File: src/rtl/spdif_tx_pkg.sv
package spdif_tx_pkg;
  localparam int AUD_W     = 20;  // payload slots 8..27
  localparam int AUX_W     = 4;   // slots 4..7
  localparam int BODY_W    = 27;  // slots 4..30
  localparam int PRE_HALVES = 8;
  localparam logic [7:0] PAT_B = 8'b11101000;
  localparam logic [7:0] PAT_M = 8'b11100010;
  localparam logic [7:0] PAT_W = 8'b11100100;
  typedef enum logic [1:0] {PRE_B, PRE_M, PRE_W} pre_kind_t;
endpackage

File: src/rtl/spdif_tx_seq.sv
module spdif_tx_seq #(
  parameter int BLOCK_FRAMES = 192,
  parameter int UBUF_BYTES   = 129,
  localparam int FW = $clog2(BLOCK_FRAMES),
  localparam int UW = $clog2(UBUF_BYTES)
) (
  input  logic          clk,
  input  logic          rst_n,
  input  logic          en_i,
  input  logic          tick_i,
  output logic          half_o,
  output logic [4:0]    slot_o,
  output logic          sub_o,
  output logic [FW-1:0] frame_o,
  output logic [2:0]    ubit_o,
  output logic [UW-1:0] uptr_o
);
  logic          half_q, half_d, sub_q, sub_d;
  logic [4:0]    slot_q, slot_d;
  logic [FW-1:0] frame_q, frame_d;
  logic [2:0]    ubit_q, ubit_d;
  logic [UW-1:0] uptr_q, uptr_d;

  always_comb begin
    half_d  = half_q;
    slot_d  = slot_q;
    sub_d   = sub_q;
    frame_d = frame_q;
    ubit_d  = ubit_q;
    uptr_d  = uptr_q;
    if (!en_i) begin
      half_d  = 1'b0;
      slot_d  = '0;
      sub_d   = 1'b0;
      frame_d = '0;
      ubit_d  = '0;
      uptr_d  = '0;
    end else if (tick_i) begin
      half_d = ~half_q;
      if (half_q) begin
        slot_d = slot_q + 5'd1;
        if (slot_q == 5'd31) begin
          sub_d = ~sub_q;
          if (ubit_q == 3'd7) begin
            ubit_d = '0;
            uptr_d = (uptr_q == UW'(UBUF_BYTES - 1)) ? '0 : uptr_q + UW'(1);
          end else begin
            ubit_d = ubit_q + 3'd1;
          end
          if (sub_q)
            frame_d = (frame_q == FW'(BLOCK_FRAMES - 1)) ? '0 : frame_q + FW'(1);
        end
      end
    end
  end

  always_ff @(posedge clk or negedge rst_n) begin
    if (!rst_n) begin
      half_q  <= 1'b0;
      slot_q  <= '0;
      sub_q   <= 1'b0;
      frame_q <= '0;
      ubit_q  <= '0;
      uptr_q  <= '0;
    end else begin
      half_q  <= half_d;
      slot_q  <= slot_d;
      sub_q   <= sub_d;
      frame_q <= frame_d;
      ubit_q  <= ubit_d;
      uptr_q  <= uptr_d;
    end
  end

  assign half_o  = half_q;
  assign slot_o  = slot_q;
  assign sub_o   = sub_q;
  assign frame_o = frame_q;
  assign ubit_o  = ubit_q;
  assign uptr_o  = uptr_q;

  AST_FRAME_RANGE: assert property (@(posedge clk) disable iff (!rst_n)
    frame_q < FW'(BLOCK_FRAMES));
  AST_UPTR_WRAP: assert property (@(posedge clk) disable iff (!rst_n)
    en_i && tick_i && half_q && slot_q == 5'd31 && ubit_q == 3'd7 &&
    uptr_q == UW'(UBUF_BYTES - 1) |=> uptr_q == '0);
endmodule

File: src/rtl/spdif_tx_store.sv
module spdif_tx_store #(
  parameter int CS_BYTES     = 5,
  parameter int UBUF_BYTES   = 129,
  parameter int BLOCK_FRAMES = 192,
  localparam int FW   = $clog2(BLOCK_FRAMES),
  localparam int UW   = $clog2(UBUF_BYTES),
  localparam int CSB  = CS_BYTES * 8,
  localparam int CSIW = $clog2(CSB),
  localparam int UBB  = UBUF_BYTES * 8
) (
  input  logic          clk,
  input  logic          rst_n,
  input  logic          wr_en_i,
  input  logic          wr_stat_i,
  input  logic [7:0]    wr_addr_i,
  input  logic [7:0]    wr_data_i,
  input  logic [FW-1:0] frame_i,
  input  logic [UW-1:0] uptr_i,
  input  logic [2:0]    ubit_i,
  output logic          cs_bit_o,
  output logic          u_bit_o
);
  logic [2**CSIW-1:0]   cs_flat;
  logic [2**(UW+3)-1:0] ub_flat;

  for (genvar g = 0; g < CS_BYTES; g++) begin : g_cs
    logic [7:0] byte_q;
    always_ff @(posedge clk or negedge rst_n) begin
      if (!rst_n)
        byte_q <= '0;
      else if (wr_en_i && wr_stat_i && wr_addr_i == 8'(g))
        byte_q <= wr_data_i;
    end
    assign cs_flat[g*8 +: 8] = byte_q;
  end
  assign cs_flat[2**CSIW-1:CSB] = '0;

  for (genvar g = 0; g < UBUF_BYTES; g++) begin : g_ub
    logic [7:0] byte_q;
    always_ff @(posedge clk or negedge rst_n) begin
      if (!rst_n)
        byte_q <= '0;
      else if (wr_en_i && !wr_stat_i && wr_addr_i == 8'(g))
        byte_q <= wr_data_i;
    end
    assign ub_flat[g*8 +: 8] = byte_q;
  end
  assign ub_flat[2**(UW+3)-1:UBB] = '0;

  assign cs_bit_o = (frame_i < FW'(CSB)) & cs_flat[frame_i[CSIW-1:0]];
  assign u_bit_o  = ub_flat[{uptr_i, ubit_i}];
endmodule

File: src/rtl/spdif_tx_enc.sv
module spdif_tx_enc
  import spdif_tx_pkg::*;
(
  input  logic              clk,
  input  logic              rst_n,
  input  logic              en_i,
  input  logic              tick_i,
  input  logic              half_i,
  input  logic [4:0]        slot_i,
  input  pre_kind_t         pre_sel_i,
  input  logic [BODY_W-1:0] body_i,
  output logic              sdo_o,
  output logic              oe_o
);
  logic       sdo_q, sdo_d, base_q, base_d, oe_q;
  logic       parity, cell_bit, inv, lvl;
  logic [7:0] pat;
  logic [2:0] pidx;

  always_comb begin
    parity   = ^body_i;
    cell_bit = (slot_i == 5'd31) ? parity : body_i[5'(slot_i - 5'd4)];
    unique case (pre_sel_i)
      PRE_B:   pat = PAT_B;
      PRE_M:   pat = PAT_M;
      default: pat = PAT_W;
    endcase
    pidx = {slot_i[1:0], half_i};
    inv  = (slot_i == 5'd0 && !half_i) ? sdo_q : base_q;
    if (slot_i < 5'd4)      lvl = pat[3'd7 - pidx] ^ inv;
    else if (!half_i)       lvl = ~sdo_q;
    else                    lvl = cell_bit ? ~sdo_q : sdo_q;
    sdo_d  = sdo_q;
    base_d = base_q;
    if (!en_i) begin
      sdo_d  = 1'b0;
      base_d = 1'b0;
    end else if (tick_i) begin
      sdo_d = lvl;
      if (slot_i == 5'd0 && !half_i) base_d = sdo_q;
    end
  end

  always_ff @(posedge clk or negedge rst_n) begin
    if (!rst_n) begin
      sdo_q  <= 1'b0;
      base_q <= 1'b0;
      oe_q   <= 1'b0;
    end else begin
      sdo_q  <= sdo_d;
      base_q <= base_d;
      oe_q   <= en_i;
    end
  end

  assign sdo_o = sdo_q;
  assign oe_o  = oe_q;

  AST_PRE_BASE_LOW: assert property (@(posedge clk) disable iff (!rst_n)
    en_i && tick_i && slot_i == 5'd0 && !half_i |-> !sdo_q);
  AST_CELL_TOGGLE: assert property (@(posedge clk) disable iff (!rst_n)
    en_i && tick_i && slot_i >= 5'd4 && !half_i |=> sdo_q != $past(sdo_q));
  AST_IDLE_QUIET: assert property (@(posedge clk) disable iff (!rst_n)
    !en_i |=> !oe_q && !sdo_q);
  AST_HOLD_NO_TICK: assert property (@(posedge clk) disable iff (!rst_n)
    en_i && !tick_i |=> $stable(sdo_q));
endmodule

File: src/rtl/spdif_tx.sv
module spdif_tx
  import spdif_tx_pkg::*;
#(
  parameter int PASS_W       = 16,
  parameter int CS_BYTES     = 5,
  parameter int UBUF_BYTES   = 129,
  parameter int BLOCK_FRAMES = 192,
  localparam int FW = $clog2(BLOCK_FRAMES),
  localparam int UW = $clog2(UBUF_BYTES)
) (
  input  logic              clk,
  input  logic              rst_n,
  input  logic              tick_i,
  input  logic              smp_stb_i,
  input  logic [AUD_W-1:0]  pcm_l_i,
  input  logic [AUD_W-1:0]  pcm_r_i,
  input  logic [PASS_W-1:0] pass_l_i,
  input  logic [PASS_W-1:0] pass_r_i,
  input  logic              valid_i,
  input  logic              bypass_i,
  input  logic              enable_i,
  input  logic              wr_en_i,
  input  logic              wr_stat_i,
  input  logic [7:0]        wr_addr_i,
  input  logic [7:0]        wr_data_i,
  output logic              sdo_o,
  output logic              sdo_oe_o
);
  logic              half, sub, cs_bit, u_bit, load;
  logic [4:0]        slot;
  logic [FW-1:0]     frame;
  logic [2:0]        ubit;
  logic [UW-1:0]     uptr;
  logic [AUD_W-1:0]  pend_l_q, pend_l_d, pend_r_q, pend_r_d;
  logic [PASS_W-1:0] pend_pl_q, pend_pl_d, pend_pr_q, pend_pr_d;
  logic [AUD_W-1:0]  act_l_q, act_l_d, act_r_q, act_r_d, pay;
  logic              ctl_v_q, ctl_v_d;
  logic [BODY_W-1:0] body;
  pre_kind_t         pre_sel;

  spdif_tx_seq #(.BLOCK_FRAMES(BLOCK_FRAMES), .UBUF_BYTES(UBUF_BYTES)) i_seq (
    .clk(clk), .rst_n(rst_n), .en_i(enable_i), .tick_i(tick_i),
    .half_o(half), .slot_o(slot), .sub_o(sub), .frame_o(frame),
    .ubit_o(ubit), .uptr_o(uptr));

  spdif_tx_store #(.CS_BYTES(CS_BYTES), .UBUF_BYTES(UBUF_BYTES),
                   .BLOCK_FRAMES(BLOCK_FRAMES)) i_store (
    .clk(clk), .rst_n(rst_n), .wr_en_i(wr_en_i), .wr_stat_i(wr_stat_i),
    .wr_addr_i(wr_addr_i), .wr_data_i(wr_data_i), .frame_i(frame),
    .uptr_i(uptr), .ubit_i(ubit), .cs_bit_o(cs_bit), .u_bit_o(u_bit));

  always_comb begin
    pend_l_d  = pend_l_q;
    pend_r_d  = pend_r_q;
    pend_pl_d = pend_pl_q;
    pend_pr_d = pend_pr_q;
    if (smp_stb_i) begin
      pend_l_d  = pcm_l_i;
      pend_r_d  = pcm_r_i;
      pend_pl_d = pass_l_i;
      pend_pr_d = pass_r_i;
    end
    load    = enable_i && tick_i && slot == 5'd0 && !half && !sub;
    act_l_d = act_l_q;
    act_r_d = act_r_q;
    ctl_v_d = ctl_v_q;
    if (load) begin
      act_l_d = bypass_i ? {pend_pl_q, {(AUD_W-PASS_W){1'b0}}} : pend_l_q;
      act_r_d = bypass_i ? {pend_pr_q, {(AUD_W-PASS_W){1'b0}}} : pend_r_q;
      ctl_v_d = valid_i;
    end
    pay     = sub ? act_r_q : act_l_q;
    body    = {cs_bit, u_bit, ~ctl_v_q, pay, {AUX_W{1'b0}}};
    pre_sel = sub ? PRE_W : ((frame == '0) ? PRE_B : PRE_M);
  end

  always_ff @(posedge clk or negedge rst_n) begin
    if (!rst_n) begin
      pend_l_q  <= '0;
      pend_r_q  <= '0;
      pend_pl_q <= '0;
      pend_pr_q <= '0;
      act_l_q   <= '0;
      act_r_q   <= '0;
      ctl_v_q   <= 1'b0;
    end else begin
      pend_l_q  <= pend_l_d;
      pend_r_q  <= pend_r_d;
      pend_pl_q <= pend_pl_d;
      pend_pr_q <= pend_pr_d;
      act_l_q   <= act_l_d;
      act_r_q   <= act_r_d;
      ctl_v_q   <= ctl_v_d;
    end
  end

  spdif_tx_enc i_enc (
    .clk(clk), .rst_n(rst_n), .en_i(enable_i), .tick_i(tick_i),
    .half_i(half), .slot_i(slot), .pre_sel_i(pre_sel), .body_i(body),
    .sdo_o(sdo_o), .oe_o(sdo_oe_o));

  AST_ACT_HOLD: assert property (@(posedge clk) disable iff (!rst_n)
    !load |=> $stable(act_l_q) && $stable(act_r_q) && $stable(ctl_v_q));
endmodule

File: config.mk
export PLATFORM = sky130hd
export DESIGN_NAME = spdif_tx
export DESIGN_NICKNAME = d
export VERILOG_FILES = /design/src/rtl/spdif_tx_pkg.sv /design/src/rtl/spdif_tx_seq.sv /design/src/rtl/spdif_tx_store.sv /design/src/rtl/spdif_tx_enc.sv /design/src/rtl/spdif_tx.sv
export SDC_FILE = /design/constraint.sdc
export NUM_CORES = 2
export LEC_CHECK = 0
export ABC_CLOCK_PERIOD_IN_PS = 8500
export BUFFER_PORTS_ARGS = -buffer_cell sky130_fd_sc_hd__buf_2
export CAP_MARGIN = 5
export CORE_ASPECT_RATIO = 1.25
export CORE_MARGIN = 3
export CORE_UTILIZATION = 55
export CTS_CLUSTER_SIZE = 16
export DETAILED_ROUTE_END_ITERATION = 10
export GPL_ROUTABILITY_DRIVEN = 0
export PLACE_DENSITY = 0.75
export SYNTH_ARGS = -nofsm -noshare
export SYNTH_HDL_FRONTEND = slang
export SYNTH_HIERARCHICAL = 1
export SYNTH_SLANG_ARGS = --single-unit
File: constraint.sdc
create_clock -name clk -period 8.5 [get_ports clk]
set_input_delay 1.275 -clock clk [delete_from_list [all_inputs] [get_ports clk]]
set_output_delay 1.275 -clock clk [all_outputs]
set_load 0.005 [all_outputs]
# Word level (Yosys, flattened, before mapping)
# Cells that the tools add are included.
# totals
register_bits	1214
input_bits	97
wordCells	510
# op_classes
n_lt_le_gt_ge	6
add_sub_neg	6
bitwise_logic	6
reduce_logical	154
mux	49
n_eq_ne	139
# ops
op	count
8-bit by 7-bit == test with 1-bit output (second input constant)	64
8-bit by 6-bit == test with 1-bit output (second input constant)	32
1-bit logical AND	141
8-bit by 5-bit == test with 1-bit output (second input constant)	16
8-bit 2-to-1 mux	12
8-bit by 4-bit == test with 1-bit output (second input constant)	8
20-bit 2-to-1 mux	3
8-bit by 3-bit == test with 1-bit output (second input constant)	4
27-bit XOR reduction	1
8-bit == test (second input constant)	3
1-bit 2-to-1 mux	20
8-bit by 1-bit adder with 8-bit output (second input constant)	2
8-bit by 2-bit == test with 1-bit output (second input constant)	2
8-bit zero test	2
3-bit 2-to-1 mux	5
5-bit 2-to-1 mux	3
11-bit by 12-bit < comparator with 1-bit output (second input constant)	1
1-bit binary-select mux with 11-bit select	1
8-bit by 1-bit == test with 1-bit output (second input constant)	1
8-bit by 6-bit < comparator with 1-bit output (second input constant)	1
2-bit by 1-bit inequality test with 1-bit output (second input constant)	4
4-bit one-hot mux with 2 select lines	1
4-bit AND reduction	2
6-bit by 7-bit < comparator with 1-bit output (second input constant)	1
24 further kinds	30

# Depth between registers and ports, before layout
# logic_depth
word_depth	11
ltp_mapped	20
mapped_depth_nobuf	14

# Hierarchy
# The synthesis kept the hierarchy.
# by_module_without_submodules
mod	area_each_um2	instances	cells_each
spdif_tx_store	49389.9	1	3270
spdif_tx	5077.4	1	313
spdif_tx_seq	1331.3	1	131
spdif_tx_enc	818.3	1	84

# Worst setup path after synthesis
# OpenSTA, ideal clock, no wires.
# synth_timing
kind	register -> register
from	register i_seq.ubit_q[1] (netlist: i_seq/ubit_o[1])
to	register i_enc.sdo_q (netlist: i_enc/sdo_o)
slack_ns	4.301
setup_time_ns	0.133
required_ns	8.367
path_stages_with_launch	18
period_less_slack_ns	4.199
arrival_ns	4.066
path_buffers	4
cell_sequence	dfrtp_1 buf_2 buf_2 buf_1 buf_1 mux4_2 nor2_1 nor2_1 o311ai_0 o22ai_1 or4_1 a32o_1 xnor2_1 xnor2_1 xnor3_1 xnor3_1 o221ai_1 o211ai_2
# synth_via
elab_chain_cells	7
elab_cells_between_ends	8
classes_between	eq/ne (1); mux (5); reduce/logical (2)
# synth_rtl
item	line	rtl
start: declaration	spdif_tx_seq.sv:21	logic [2:0] ubit_q, ubit_d;
start signal: assignment	spdif_tx_seq.sv:70	ubit_q <= ubit_d;
1-bit binary-select mux with 11-bit select (*)	spdif_tx_store.sv:51	assign u_bit_o = ub_flat[{uptr_i, ubit_i}];
1-bit 2-to-1 mux (implied by the code) (*)	spdif_tx_store.sv:51	
net body[25]	spdif_tx.sv:38	logic [BODY_W-1:0] body;
1-bit binary-select mux with 5-bit select	spdif_tx_enc.sv:22	cell_bit = (slot_i == 5'd31) ? parity : body_i[5'(slot_i - 5'd4)];
1-bit 2-to-1 mux (implied by the code)	spdif_tx_enc.sv:22	
1-bit 2-to-1 mux (*)	spdif_tx_enc.sv:22	
4-bit by 2-bit inequality test with 1-bit output (no source line) (*)	-	
2-bit AND reduction (no source line) (*)	-	
end signal: assignment	spdif_tx_enc.sv:50	sdo_q <= sdo_d;
end: declaration	spdif_tx_enc.sv:15	logic sdo_q, sdo_d, base_q, base_d, oe_q;
# The timed path passes the listed nets; every way through them passes the cells marked *. The select of a mux whose other input is x is not followed.
# A chain may end at the register's enable or synchronous reset.

# Worst setup path in the final report
# Ends and elaborated chain as after synthesis.

==> qor.yml <==
drv_cap: 0
core_area_um2: 101000
port_buffers: 98
worst_pin_slew_ps: 1420
path_max_fanout: 102
vias: 33500
grt_overflow: 0
htree_levels: 3
yosys-top-cells-area: "dfrtp_1 (54%), mux2_2 (24%), mux4_2 (9.3%), mux2i_1 (2.3%), clkbuf_1 (1.3%)"
synth_edf_count: 0
final_common_cell: "dfrtp_1"
cts_tree: "done"
final_cell_mix: "dfrtp_1 (1209), mux2_2 (1204), mux4_2 (234)"
row_count: 130
syn_area_um2: 56600
clk_pin_slew_worst_paths_ps: 70
grt_use_total_pct: 26.8
totalPowerFinal_mw: 12.8
yosysTopAreaCellShare_pct: 53.7
ys_async_sr_fraction_pct: 100
postCtsHoldBufs: 0
synth_seq_area_share_pct: 53.7
status: "complete, no violations"
maxSlewHeadroom_pct: 5.00
final-setup-viol-count: 0
numCtsBuffers: 116
fin_worst_skew_ps: 19.9
powerDensity_nw_per_um2: 205
worstHoldPathType: "register to register"
multiInputGateArea_um2: 24900
period_needed_ps: 5980
clk_latency_ps: 720
gr-usage-met1_pct: 34.8
post-dp-hpwl_mm: 83.4
yosys_most_used_dff: "dfrtp_1"
syn_inst: 3798
grtUsageMet3_pct: 4.54
nets: 3916
ys_ff_latch: 1214
finalCritPeriodShare_pct: 70.3
cts_sinks: 1214
die_h_um: 365
drc: 0
met2_usage_pct: 45.8
pin_count: 99
antenna_found_initial: 5
grt_pass1_vias: 35600
ys.warnings.count: 6
ff_latch_area_um2: 30400
die-area_um2: 107000
ant_nets: 0
rsz0062_at_grt: "no"
ys_types: 77
worstSetupEndpointType: "register"
start_util_pct: 55.9
grt-busiest-layer: "met2"
crit_required_ps: 9080
path_class: "register to register"
ctsLongestPathBuffers: 3
yosysTopAreaCell: "dfrtp_1"
wl_mm: 141
vias_per_cell: 6.40
fmax_mhz: 167
hold_viol_final: 0
drive_gt1_share_pct: 47.6
drt_iter0_markers: 2536
die_w_um: 293
finalSetupTns_ps: 0
startpoint_type: "register"
vdd_ir_drop_max_mv: 0.156
power.leakage_nw: 29.1
syn_to_final_growth_pct: 10.0
first_pass_iters: 7
clockRootBuffer: "clkbuf_16"
cts-resized-gates: 0
fillers: 7476
grt_pass1_wl_mm: 219
drv_slew: 0
grt_max_degree: 175
avgSynthCellArea_um2: 14.9
worstPathArrival_ps: 6560
wl_per_cell_um: 27.0
post_cts_buffers: 0
cell families (layout without fill, tap and decap cells):
kind of cell / Yosys count / in the layout / share of synthesized area, %
muxes: 1607 / 1607 / 36.6
DFF: 1214 / 1214 / 53.7
and+or+nand+nor: 431 / 431 / 3.58
buffers and inverters: 287 / 393 / 2.46
AOI/OAI and AO/OA: 211 / 211 / 2.82
xor gates and xnor gates: 38 / 38 / 0.650
adders and majority gates: 9 / 9 / 0.199
other: 1 / 11 / 0.00662
synth_stat cells (all sizes together), types with 26 or more instances:
master	instances
mux2	1244
dfrtp	1214
mux4	235
clkbuf	189
nand2	173
mux2i	128
nor2	88
buf	81
a221oi	46
nor3	32
o21ai	31
a21oi	30
nand3	26
xnor2	26
stage by stage:
stage / setup WS [ps] / cells / area (µm²) / hold WS [ps] / utilization [%]
final: 2520 / 5234 / 62300 / 499 / 61.5
after global routing: 2410 / 5231 / 62300 / 511 / 61.5
after CTS: 2640 / 5231 / 62300 / 501 / 61.5
after detailed placement: 2630 / 5012 / 58100 / 487 / 57.4
after global placement: 2690 / 5012 / 58100 / 481 / 57.4
after floorplan: 4300 / 3805 / 56600 / 471 / -
sequential cells by signal, indices dropped and copies added (netlist names), 3 cells and up:
signal               count
pend_pr_q               16
i_seq/ubit_o             3
pend_pl_q               16
i_store/g_cs.byte_q     40
i_seq/slot_o             5
i_seq/frame_o            8
pend_l_q                20
act_l_q                 20
pend_r_q                20
act_r_q                 20
i_store/g_ub.byte_q   1032
i_seq/uptr_o             8
layer usage:
layer,part of all wire [%],up-vias
li1,-,14200
met1,41,18100
met2,50,971
met3,5.7,270
met4,3.6,4
met5,0.014,-
final timing paths:
| kind | from | depth (start not counted) | slack, ps | end |
|---|---|---|---|---|
| max in group asynchronous | rst_n | 3 | 5870 | i_store/g_ub[71].byte_q[2]$_DFFE_PN0P_ |
| max reg2reg | i_seq/ubit_o[1]$_DFFE_PN0P_ | 14 | 2520 | i_enc/sdo_o$_DFFE_PN0P_ |
| min in group asynchronous | rst_n | 1 | 520 | pend_pr_q[8]$_DFFE_PN0P_ |
| min reg2reg | i_store/g_ub[71].byte_q[2]$_DFFE_PN0P_ | 1 | 500 | i_store/g_ub[71].byte_q[2]$_DFFE_PN0P_ |
| max | i_seq/ubit_o[1]$_DFFE_PN0P_ | 14 | 2520 | i_enc/sdo_o$_DFFE_PN0P_ |
| min | i_store/g_ub[71].byte_q[2]$_DFFE_PN0P_ | 1 | 500 | i_store/g_ub[71].byte_q[2]$_DFFE_PN0P_ |
critical path, cell delays in order (launching register included):
cell      delay, ps
dfrtp_4         880
buf_12          620
and2_1          880
a221o_1         300
a21oi_1          80
nor3_1          480
a31oi_1         150
or4_1           630
a32o_1          420
xnor2_1         180
xnor2_1         190
xnor3_1         420
xnor3_1         200
o221ai_1        220
o211ai_2        110
where the power goes:
| group | switching [mW] | internal (mW) | total (mW) |
|---|---|---|---|
| Combinational | 0.599 | 0.507 | 1.11 |
| Sequential | 0.139 | 6.01 | 6.15 |
| Clock | 2.25 | 3.29 | 5.53 |
| Total | 2.98 | 9.81 | 12.8 |
area by class of cell:
type / count / share of cell area [%]
antenna: 3 / 0.0121
tap: 1320 / 2.65
multi-input combinational: 2304 / 40.0
inverter: 17 / 0.102
sequential: 1214 / 48.8
clock buffer: 170 / 5.52
clock inverter: 49 / 1.11
timing repair buffer: 157 / 1.80
No activity file was read; power rests on OpenSTA's default activity.
